**src/rtl/pagexlat_pkg.sv**
```systemverilog
package pagexlat_pkg;

    localparam int OFF_W = 10;
    localparam int VPN_W = 5;
    localparam int PPN_W = 3;
    localparam int VA_W  = OFF_W + VPN_W;
    localparam int PA_W  = OFF_W + PPN_W;

    typedef enum logic [1:0] {ACC_LOAD, ACC_STORE, ACC_FETCH, ACC_RSVD} acc_e;
    typedef enum logic [1:0] {RT_RO, RT_RW, RT_EX, RT_NONE} rights_e;
    typedef enum logic [1:0] {ST_OK, ST_PAGE, ST_PROT, ST_RSVD} status_e;
    typedef enum logic [1:0] {WK_IDLE, WK_REQ, WK_WAIT} wk_state_e;

    typedef struct packed {
        logic               valid;
        rights_e            rights;
        logic [PPN_W-1:0]   ppn;
    } pte_t;

    localparam int PTE_W = $bits(pte_t);

    function automatic logic access_ok(rights_e r, acc_e a);
        case (r)
            RT_RO:   return a == ACC_LOAD;
            RT_RW:   return (a == ACC_LOAD) || (a == ACC_STORE);
            RT_EX:   return (a == ACC_LOAD) || (a == ACC_FETCH);
            default: return 1'b0;
        endcase
    endfunction

endpackage

```
**src/rtl/pagexlat_tlb.sv**
```systemverilog
module pagexlat_tlb
    import pagexlat_pkg::*;
#(
    parameter int N = 8
) (
    input  logic             clk,
    input  logic             rst,
    input  logic             flush_i,
    input  logic [VPN_W-1:0] lk_vpn_i,
    output logic             hit_o,
    output logic [PPN_W-1:0] hit_ppn_o,
    output rights_e          hit_rights_o,
    input  logic             ins_en_i,
    input  logic [VPN_W-1:0] ins_vpn_i,
    input  logic [PPN_W-1:0] ins_ppn_i,
    input  rights_e          ins_rights_i
);
    localparam int IDX_W = (N > 1) ? $clog2(N) : 1;

    typedef struct packed {
        logic             valid;
        logic [VPN_W-1:0] vpn;
        logic [PPN_W-1:0] ppn;
        rights_e          rights;
    } ent_t;

    ent_t             ent [N];
    logic [N-1:0]     match;
    logic [N-1:0]     valid_vec;
    logic [IDX_W-1:0] rr_ptr;
    logic [1:0]       rights_acc;

    for (genvar g = 0; g < N; g++) begin : g_cmp
        assign match[g]     = ent[g].valid && (ent[g].vpn == lk_vpn_i);
        assign valid_vec[g] = ent[g].valid;
    end

    always_comb begin
        hit_o      = |match;
        hit_ppn_o  = '0;
        rights_acc = '0;
        for (int i = 0; i < N; i++) begin
            if (match[i]) begin
                hit_ppn_o  = hit_ppn_o | ent[i].ppn;
                rights_acc = rights_acc | ent[i].rights;
            end
        end
        hit_rights_o = rights_e'(rights_acc);
    end

    always_ff @(posedge clk) begin
        if (rst) begin
            for (int i = 0; i < N; i++) ent[i] <= '0;
            rr_ptr <= '0;
        end else if (flush_i) begin
            for (int i = 0; i < N; i++) ent[i].valid <= 1'b0;
        end else if (ins_en_i) begin
            ent[rr_ptr] <= '{valid: 1'b1, vpn: ins_vpn_i, ppn: ins_ppn_i, rights: ins_rights_i};
            rr_ptr      <= (rr_ptr == IDX_W'(N - 1)) ? '0 : rr_ptr + 1'b1;
        end
    end

    AST_SINGLE_MATCH: assert property (@(posedge clk) disable iff (rst)
        $onehot0(match));

    AST_FLUSH_EMPTIES: assert property (@(posedge clk) disable iff (rst)
        flush_i |=> (valid_vec == '0));

endmodule

```
**src/rtl/pagexlat_walker.sv**
```systemverilog
module pagexlat_walker
    import pagexlat_pkg::*;
(
    input  logic clk,
    input  logic rst,
    input  logic start_i,
    input  logic abort_i,
    input  logic mem_rvalid_i,
    output logic ready_o,
    output logic mem_req_o,
    output logic rsp_o,
    output logic keep_o
);
    wk_state_e state;
    logic      stale;

    always_ff @(posedge clk) begin
        if (rst) begin
            state <= WK_IDLE;
            stale <= 1'b0;
        end else begin
            case (state)
                WK_IDLE: begin
                    if (start_i) begin
                        state <= WK_REQ;
                        stale <= abort_i;
                    end
                end
                WK_REQ: begin
                    state <= WK_WAIT;
                    if (abort_i) stale <= 1'b1;
                end
                WK_WAIT: begin
                    if (abort_i) stale <= 1'b1;
                    if (mem_rvalid_i) state <= WK_IDLE;
                end
                default: state <= WK_IDLE;
            endcase
        end
    end

    assign ready_o   = (state == WK_IDLE);
    assign mem_req_o = (state == WK_REQ);
    assign rsp_o     = (state == WK_WAIT) && mem_rvalid_i;
    assign keep_o    = rsp_o && !stale && !abort_i;

    AST_REQ_SINGLE: assert property (@(posedge clk) disable iff (rst)
        mem_req_o |=> !mem_req_o);

    AST_RSP_REOPENS: assert property (@(posedge clk) disable iff (rst)
        rsp_o |=> ready_o);

    AST_START_CLOSES: assert property (@(posedge clk) disable iff (rst)
        (start_i && ready_o) |=> !ready_o);

endmodule

```
**src/rtl/pagexlat_unit.sv**
```systemverilog
module pagexlat_unit
    import pagexlat_pkg::*;
#(
    parameter int TLB_N = 8
) (
    input  logic              clk,
    input  logic              rst,
    input  logic              req_valid,
    output logic              req_ready,
    input  logic [VA_W-1:0]   req_vaddr,
    input  logic [1:0]        req_acc,
    output logic              done,
    output logic [PA_W-1:0]   paddr,
    output logic [1:0]        status,
    output logic              mem_req,
    output logic [PA_W-1:0]   mem_addr,
    input  logic              mem_rvalid,
    input  logic [PTE_W-1:0]  mem_rdata,
    input  logic              flush,
    input  logic              base_we,
    input  logic [PA_W-1:0]   base_wdata
);
    logic [PA_W-1:0]  base_q;
    logic [VPN_W-1:0] pend_vpn;
    logic [OFF_W-1:0] pend_off;
    acc_e             pend_acc;

    logic             accept;
    logic             hit;
    logic [PPN_W-1:0] hit_ppn;
    rights_e          hit_rights;
    logic             start;
    logic             abort;
    logic             rsp;
    logic             keep;
    pte_t             pte;
    acc_e             cur_acc;

    logic             done_q;
    logic [PA_W-1:0]  paddr_q;
    status_e          status_q;

    assign cur_acc = acc_e'(req_acc);
    assign accept  = req_valid && req_ready;
    assign start   = accept && !hit;
    assign abort   = flush || base_we;
    assign pte     = pte_t'(mem_rdata);

    pagexlat_tlb #(.N(TLB_N)) u_tlb (
        .clk          (clk),
        .rst          (rst),
        .flush_i      (abort),
        .lk_vpn_i     (req_vaddr[VA_W-1:OFF_W]),
        .hit_o        (hit),
        .hit_ppn_o    (hit_ppn),
        .hit_rights_o (hit_rights),
        .ins_en_i     (keep && pte.valid),
        .ins_vpn_i    (pend_vpn),
        .ins_ppn_i    (pte.ppn),
        .ins_rights_i (pte.rights)
    );

    pagexlat_walker u_walk (
        .clk          (clk),
        .rst          (rst),
        .start_i      (start),
        .abort_i      (abort),
        .mem_rvalid_i (mem_rvalid),
        .ready_o      (req_ready),
        .mem_req_o    (mem_req),
        .rsp_o        (rsp),
        .keep_o       (keep)
    );

    assign mem_addr = base_q + {{(PA_W-VPN_W){1'b0}}, pend_vpn};

    always_ff @(posedge clk) begin
        if (rst) begin
            base_q   <= '0;
            pend_vpn <= '0;
            pend_off <= '0;
            pend_acc <= ACC_LOAD;
            done_q   <= 1'b0;
            paddr_q  <= '0;
            status_q <= ST_OK;
        end else begin
            done_q <= 1'b0;
            if (base_we) base_q <= base_wdata;
            if (start) begin
                pend_vpn <= req_vaddr[VA_W-1:OFF_W];
                pend_off <= req_vaddr[OFF_W-1:0];
                pend_acc <= cur_acc;
            end
            if (accept && hit) begin
                done_q <= 1'b1;
                if (access_ok(hit_rights, cur_acc)) begin
                    status_q <= ST_OK;
                    paddr_q  <= {hit_ppn, req_vaddr[OFF_W-1:0]};
                end else begin
                    status_q <= ST_PROT;
                    paddr_q  <= '0;
                end
            end else if (rsp) begin
                done_q <= 1'b1;
                if (!pte.valid) begin
                    status_q <= ST_PAGE;
                    paddr_q  <= '0;
                end else if (!access_ok(pte.rights, pend_acc)) begin
                    status_q <= ST_PROT;
                    paddr_q  <= '0;
                end else begin
                    status_q <= ST_OK;
                    paddr_q  <= {pte.ppn, pend_off};
                end
            end
        end
    end

    assign done   = done_q;
    assign paddr  = paddr_q;
    assign status = status_q;

    AST_ACCEPT_ADVANCES: assert property (@(posedge clk) disable iff (rst)
        accept |=> (done_q || mem_req));

    AST_FAULT_NO_ADDR: assert property (@(posedge clk) disable iff (rst)
        (done_q && status_q != ST_OK) |-> (paddr_q == '0));

    AST_HIT_NO_WALK: assert property (@(posedge clk) disable iff (rst)
        (accept && hit) |=> !mem_req);

endmodule

```
**config.mk**
```make
export PLATFORM = sky130hd
export DESIGN_NAME = pagexlat_unit
export DESIGN_NICKNAME = d
export VERILOG_FILES = /design/src/rtl/pagexlat_pkg.sv /design/src/rtl/pagexlat_tlb.sv /design/src/rtl/pagexlat_walker.sv /design/src/rtl/pagexlat_unit.sv
export SDC_FILE = /design/constraint.sdc
export NUM_CORES = 1
export LEC_CHECK = 0
export BUFFER_PORTS_ARGS = -buffer_cell sky130_fd_sc_hd__buf_2
export CORE_ASPECT_RATIO = 0.75
export CORE_MARGIN = 4
export CORE_UTILIZATION = 38
export DETAILED_ROUTE_END_ITERATION = 6
export HOLD_SLACK_MARGIN = 0.06
export PLACE_DENSITY = 0.55
export SYNTH_ARGS = -nofsm -noshare
export SYNTH_HDL_FRONTEND = slang
export SYNTH_SLANG_ARGS = --single-unit
```
**constraint.sdc**
```tcl
create_clock -name clk -period 3.9 [get_ports clk]
set_input_delay 0.39 -clock clk [delete_from_list [all_inputs] [get_ports clk]]
set_output_delay 0.39 -clock clk [all_outputs]
set_load 0.05 [all_outputs]
```
==> results.sh, run 1 <==
export IMPL_fp_dieH_um=123
export IMPL_finalWirelength_mm=16.7
export IMPL_leakage_nw=3.26
export IMPL_path_cells="inv_1 -> ha_1 -> and2_1 -> nand2_1 -> or4_1 -> or3_1 -> nor3_4 -> or2_1"
export IMPL_syn_cell_area_um2=6670
export IMPL_antenna_cells=0
export IMPL_crit_path_end_kind="flop"
export IMPL_fmax_mhz=295
export IMPL_netlist_area_leader_share=0.360
export IMPL_grt_usage=0.174
export IMPL_ios=73
export IMPL_startpoint_type="flop"
export IMPL_synth_seq_area_share=0.540
export IMPL_r2r_end="u_tlb.ent[0][2]"
export IMPL_switchingPower_w=0.000951
export IMPL_firstDrtPassIters=5
export IMPL_fp_coreArea_um2=17000
export IMPL_skew_ns=0.00776
export IMPL_tightest_slew_ns=0.774
export IMPL_r2r_slack_ns=0.51
export IMPL_grt_overflow=0
export IMPL_h_tree_depth=4
export IMPL_port_buffers=72
export IMPL_finalSetupTns_ns=0
export IMPL_final_nets=721
export IMPL_avgRoutedWirePerCell_um=18.3
export IMPL_core_rowCount=41
export IMPL_crit_path_max_incr_delay_ns=0.67
export IMPL_fin_crit_ns=3.39
export IMPL_vias=4694
export IMPL_rsz0062_at_grt="false"
export IMPL_relSlewSlack=0.484
export IMPL_hold_depth=3
export IMPL_clock_sinks=140
export IMPL_path_clk_slew_ns=0.06
export IMPL_reg2reg_from="u_walk.state[0]"
export IMPL_ir_drop_uv=301
export IMPL_synth_ff_type="edfxtp_1"
export IMPL_grt_max_degree=63
export IMPL_worstPathMaxFanout=16
export IMPL_route_detailed_drc=0
export IMPL_ys_ff_latch=140
export IMPL_clk_path_buf_depth=2
export IMPL_cts_tree="built"
export IMPL_maxSlewViolCount=0
export IMPL_pwr_share_seq=0.447
export IMPL_syn2layout_area_growth_pct=17.4
export IMPL_ant_nets=0
export IMPL_synth_async_sr_flop_share=0
export IMPL_setup_viol=0
export IMPL_synth_area_top_cells="edfxtp_1, dfxtp_1, and2_1, mux2i_1, xor2_1"
export IMPL_postCtsSetupBuffers=0
export IMPL_drt_iter0_drc=326
export IMPL_dp_hpwl_mm=11.7
export IMPL_place_gp_congestion=0.844
export IMPL_start_util=0.392
export IMPL_worst_r2r_cell_count=8
export IMPL_hold_viol_final=0
export IMPL_clock_power_share=0.449
export IMPL_die_w_um=161
export IMPL_dp_cells=879
export IMPL_final_cells=911
export IMPL_first_global_vias=4701
export IMPL_p_int_w=0.00278
export IMPL_numCtsBuffers=17
export IMPL_ys_warn_count=0
export IMPL_critPathKind="flop to flop"
export IMPL_synth_avg_cell_area_um2=11.2
export IMPL_min_to="base_q[10]"
export IMPL_clockRootBuffer="clkbuf_16"
export IMPL_switching_share=0.255
export IMPL_p_per_area_nw_per_um2=476
export IMPL_dieArea_um2=19800
export IMPL_clk_latency_ns=0.43
export IMPL_worstPathRequired_ns=3.96
export IMPL_hold_buffers=0
export IMPL_layout_drive_gt1_share=0.197
export IMPL_min_path_type="input pin to flop"
export IMPL_hold_start="base_wdata[10]"
export IMPL_cts_resized=0
export IMPL_crit_arrival_ns=3.45
export IMPL_status="finished clean"
export IMPL_period_share=0.869
export IMPL_maxCapViolCount=0
export IMPL_grt_pass1_wl_mm=26.3
export IMPL_syn_nets=654
export IMPL_synth_cell_types=49
export IMPL_antenna_found_initial=0
export IMPL_synth_edff_count=80
export IMPL_vias_per_cell=5.15
export IMPL_crit_slowest_cell="or3_1"
export IMPL_comb_power_share=0.104
export IMPL_yosys_area_top_type="edfxtp_1"
export IMPL_syn_instance_count=595
## layer usage
layer / GRT usage / vias to the layer above / wire, um
met5: 0 / - / 0
met4: 0.0506 / 0 / 223
met2: 0.272 / 143 / 7630
li1: - / 2247 / -
met1: 0.243 / 2285 / 7850
met3: 0.0423 / 19 / 955
## critical path: cells and delay by family (launching register included)
kind / cells / cell delay [ns]
and+or+nand+nor: 6 / 2.43
adders and majority gates: 1 / 0.18
buffers and inverters: 1 / 0.09
DFF: 1 / 0.32
## power by group through the flow
stage	Sequential, W	Clock (W)	Combinational, W
after floorplan	0.00171	0	0.000264
after global placement	0.00170	0	0.000382
after detailed placement	0.00170	0	0.000391
after CTS	0.00167	0.00170	0.000393
after global routing	0.00167	0.00176	0.000421
final	0.00167	0.00168	0.000388
## Yosys cell counts, types with 5 or more instances
cell type	n
inv_1	12
and3_1	9
dfxtp_1	60
or2_1	6
o21ai_0	5
nand3_1	17
buf_2	13
xor2_1	35
clkbuf_1	16
a22oi_1	21
a21oi_1	9
xnor2_1	16
ha_1	16
buf_6	8
a21o_1	9
mux2i_1	32
edfxtp_1	80
and2_1	58
nor3_1	35
nor4_1	14
nand2b_1	6
nor2_1	42
nand2_1	27
a311oi_1	13
## kinds of logic after synthesis
logic type | synth area share
AOI/OAI and AO/OA | 0.0769
buffers and inverters | 0.0426
adders and majority gates | 0.0330
muxes | 0.0497
and+or+nand+nor | 0.191
DFF | 0.540
xor gates and xnor gates | 0.0670
## through the flow
stage	instance area [um2]	util	setup WS [ns]	total power, W	hold slack (ns)
final	7830	0.460	0.509	0.00373	0.202
after global routing	7830	0.460	0.271	0.00386	0.208
after CTS	7830	0.460	0.475	0.00376	0.189
after detailed placement	7210	0.423	0.346	0.00209	0.431
after global placement	7210	0.423	0.474	0.00208	0.425
after floorplan	6670	-	0.987	0.00197	0.418
## sequential cells by signal, indices dropped and copies added (netlist names)
signal and flops:
paddr 13, u_tlb.ent 88, pend_vpn 5, pend_off 10, base_q 13, u_walk.state 2, u_walk.stale 1, pend_acc 2
status 2, u_tlb.rr_ptr 3, done 1
## layout by cell type (no fill, tap or decap), drive strengths merged
cell type	netlist	routed
or3	2	2
a311oi	13	13
clkbuf	17	22
nand2	27	27
nor3	37	37
edfxtp	80	80
nor2	45	45
a22oi	21	21
inv	12	17
or2	8	8
nor2b	1	1
nor3b	2	2
and2	58	58
fa	1	1
nand2b	6	6
a211oi	1	1
clkinv	3	7
a21oi	10	10
o32a	1	1
o22ai	1	1
or4	1	1
and3	9	9
a31oi	1	1
mux2	1	1
ha	16	16
dfxtp	60	60
mux2i	32	32
xor2	35	35
o21a	1	1
buf	22	87
and4	2	2
bufinv	0	1
xnor2	16	16
a221oi	1	1
o21ai	5	5
a21o	10	10
nand3	17	17
nor4	16	16
o21bai	3	3
nand4	1	1
## worst max-delay path by stage
| stage | endpoint | depth (start not counted) | start | slack, ns |
|---|---|---|---|---|
| 3_5_place_dp | paddr[2] | 13 | req_vaddr[13] | 0.35 |
| 6_report | u_tlb.ent[0][2] | 8 | u_walk.state[0] | 0.51 |
| 5_1_grt | u_tlb.ent[0][9] | 8 | u_walk.state[0] | 0.27 |
| 3_3_place_gp | paddr[8] | 13 | req_vaddr[13] | 0.47 |
| 2_1_floorplan | mem_addr[12] | 10 | pend_vpn[0] | 0.99 |
| 4_1_cts | u_tlb.ent[0][9] | 8 | u_walk.state[0] | 0.47 |
## cell type report
type / instances / area, um2
Clock buffer: 22 / 528
Clock inverter: 10 / 93.8
Fill cell: 1625 / 9200
Inverter: 15 / 56.3
Multi-Input combinational cell: 401 / 2780
Sequential cell: 140 / 3600
Tap cell: 236 / 295
Timing Repair Buffer: 87 / 473
Note: power is estimated with default switching activity, not from simulation.
==> run 2, diff against run 1 <==
--- a/config.mk
+++ b/config.mk
@@ -5,13 +5,13 @@
 export SDC_FILE = /design/constraint.sdc
 export NUM_CORES = 1
 export LEC_CHECK = 0
-export BUFFER_PORTS_ARGS = -buffer_cell sky130_fd_sc_hd__buf_2
 export CORE_ASPECT_RATIO = 0.75
-export CORE_MARGIN = 4
+export CORE_MARGIN = 1
 export CORE_UTILIZATION = 38
 export DETAILED_ROUTE_END_ITERATION = 6
+export DONT_BUFFER_PORTS = 1
 export HOLD_SLACK_MARGIN = 0.06
-export PLACE_DENSITY = 0.55
+export PLACE_DENSITY = 0.51
 export SYNTH_ARGS = -nofsm -noshare
 export SYNTH_HDL_FRONTEND = slang
 export SYNTH_SLANG_ARGS = --single-unit
==> run 2 against run 1 <==
Wire length grew 1.5%. Non-clock buffer count is 60 lower. Via count down 5.2%. Final area decreased by 3.6%. Register-to-register slack gained 0.09 ns. First-iteration DRC count fell by 20%. Hold slack lost 0.084 ns. Cell count fell by 6.6%. Global-route usage grew 2.3 points. Clock-buffer cell count rose by 1. Die area fell by 8.4%. Critical path type unchanged. Critical endpoint is now paddr[4]. Largest cell class unchanged. Highest routed layer unchanged.
==> results.sh, run 2 (synthesized netlist as in run 1, its figures left out) <==
export IMPL_dieArea_um2=18100
export IMPL_clk_latency_ns=0.42
export IMPL_crit_path_end_kind="flop"
export IMPL_critPathKind="flop to flop"
export IMPL_r2r_end="paddr[4]"
export IMPL_hold_depth=2
export IMPL_min_to="pend_off[6]"
export IMPL_hold_start="req_vaddr[6]"
export IMPL_grt_usage=0.197
export IMPL_crit_path_frequent_cell="nand2_1"
export IMPL_nFillCells=1607
export IMPL_leakage_nw=2.99
export IMPL_ant_nets=0
export IMPL_ios=73
export IMPL_numCtsBuffers=17
export IMPL_antenna_cells=0
export IMPL_path_cells="xor2_1 -> nor4_1 -> and3_1 -> a22oi_1 -> and4_1 -> ha_1 -> nand2_1 -> a21oi_1 -> o21bai_1 -> a211oi_2 -> buf_4 -> nand2_1 -> a311oi_1"
export IMPL_r2r_slack_ns=0.60
export IMPL_worstPathMaxFanout=10
export IMPL_grt_pass1_wl_mm=25.9
export IMPL_finalSetupTns_ns=0
export IMPL_worstPathRequired_ns=4.23
export IMPL_layout_drive_gt1_share=0.119
export IMPL_worst_r2r_cell_count=13
export IMPL_fp_coreArea_um2=17000
export IMPL_avgRoutedWirePerCell_um=19.9
export IMPL_postCtsSetupBuffers=0
export IMPL_start_util=0.393
export IMPL_path_clk_slew_ns=0.06
export IMPL_grt_max_degree=52
export IMPL_place_gp_congestion=0.833
export IMPL_core_rowCount=41
export IMPL_firstDrtPassIters=5
export IMPL_port_buffers=0
export IMPL_p_int_w=0.00274
export IMPL_vias_per_cell=5.23
export IMPL_crit_slowest_cell="and3_1"
export IMPL_min_path_type="input pin to flop"
export IMPL_first_global_vias=4487
export IMPL_fp_dieH_um=117
export IMPL_h_tree_depth=4
export IMPL_clockRootBuffer="clkbuf_16"
export IMPL_maxSlewViolCount=0
export IMPL_largest_reg_flops=88
export IMPL_ir_drop_uv=294
export IMPL_crit_path_max_incr_delay_ns=0.44
export IMPL_setup_viol=0
export IMPL_comb_power_share=0.086
export IMPL_reg2reg_from="u_tlb.ent[3][8]"
export IMPL_max_flop_register="u_tlb.ent"
export IMPL_status="finished clean"
export IMPL_drt_iter0_drc=261
export IMPL_switchingPower_w=0.000885
export IMPL_hold_viol_final=0
export IMPL_startpoint_type="flop"
export IMPL_fin_crit_ns=3.30
export IMPL_cts_resized=0
export IMPL_route_detailed_drc=0
export IMPL_syn2layout_area_growth_pct=13.2
export IMPL_p_per_area_nw_per_um2=479
export IMPL_final_cell_mix="edfxtp_1, dfxtp_1, and2_1"
export IMPL_rsz0062_at_grt="false"
export IMPL_skew_ns=0.00730
export IMPL_relSlewSlack=0.453
export IMPL_maxCapViolCount=0
export IMPL_antenna_found_initial=0
export IMPL_switching_share=0.244
export IMPL_dp_hpwl_mm=11.8
export IMPL_tightest_slew_ns=0.820
export IMPL_final_nets=661
export IMPL_die_w_um=155
export IMPL_clock_power_share=0.446
export IMPL_period_share=0.847
export IMPL_finalWirelength_mm=16.9
export IMPL_layout_commonest_cell="edfxtp_1"
export IMPL_fmax_mhz=303
export IMPL_pwr_share_seq=0.468
export IMPL_clk_path_buf_depth=2
export IMPL_crit_arrival_ns=3.63
export IMPL_cts_tree="built"
export IMPL_holdWs_ns=0.118
export IMPL_grt_overflow=0
export IMPL_vias=4450
export IMPL_clock_sinks=140
-- run 2: changes by cell type in the layout (fill, tap and decap cells not counted), moves of 2 or more --
cell,before,now
buf_2,72,0
buf_4,15,26
clkbuf_16,20,18
clkbuf_8,2,5
clkinv_4,2,0
inv_6,2,0
-- run 2: critical path, delay by kind of cell, from the launching register on --
family / cells / cell delay (ns)
xor gates and xnor gates: 1 / 0.15
adders and majority gates: 1 / 0.30
and+or+nand+nor: 5 / 1.16
DFF: 1 / 0.37
buffers and inverters: 1 / 0.24
AOI/OAI and AO/OA: 5 / 0.96
-- run 2: power groups by stage --
| stage | clock network, W | registers [W] | logic [W] |
|---|---|---|---|
| finish | 0.00161 | 0.00170 | 0.000311 |
| CTS | 0.00164 | 0.00170 | 0.000315 |
| floorplan | 0 | 0.00171 | 0.000264 |
| global route | 0.00170 | 0.00170 | 0.000339 |
| global placement | 0 | 0.00173 | 0.000297 |
| detailed placement | 0 | 0.00173 | 0.000302 |
-- run 2: worst max-delay path by stage --
stage	from	endpoint	cells after the start
final	u_tlb.ent[3][8]	paddr[4]	13
after detailed placement	req_vaddr[13]	paddr[6]	13
after CTS	u_tlb.ent[3][8]	paddr[6]	13
after global placement	req_vaddr[13]	paddr[8]	12
after floorplan	pend_vpn[0]	mem_addr[12]	10
after global routing	u_tlb.ent[4][8]	paddr[5]	13
-- run 2: layout make-up --
| class | instances | area, um2 | area share |
|---|---|---|---|
| multi-input cells | 401 | 2780 | 0.369 |
| inverters | 15 | 56.3 | 0.00746 |
| clock inverters | 9 | 77.6 | 0.0103 |
| flip-flops and latches | 140 | 3600 | 0.477 |
| repair buffers | 27 | 215 | 0.0285 |
| well taps | 236 | 295 | 0.0391 |
| clock buffers | 23 | 519 | 0.0688 |
-- run 2: repair_timing --
item	in CTS	in global routing
setup endpoints to repair	0	0
hold buffers	1	0
hold endpoints to repair	51	0
-- run 2: through the flow --
| stage | power (W) | instances | utilization | setup WS, ns | cell area, um2 |
|---|---|---|---|---|---|
| 4_1_cts | 0.00365 | 851 | 0.445 | 0.573 | 7550 |
| 5_1_grt | 0.00374 | 851 | 0.445 | 0.249 | 7550 |
| 3_3_place_gp | 0.00202 | 818 | 0.408 | 0.685 | 6930 |
| 2_1_floorplan | 0.00197 | 595 | - | 0.987 | 6670 |
| 3_5_place_dp | 0.00203 | 818 | 0.408 | 0.567 | 6930 |
| 6_report | 0.00362 | 851 | 0.445 | 0.597 | 7550 |
-- run 2: per-layer routing --
layer / track usage / share of wire / vias to the layer above
li1: - / - / 2132
met1: 0.270 / 0.48 / 2189
met2: 0.304 / 0.45 / 118
met3: 0.0568 / 0.064 / 11
met4: 0.0535 / 0.0082 / 0
met5: 0 / 0 / -
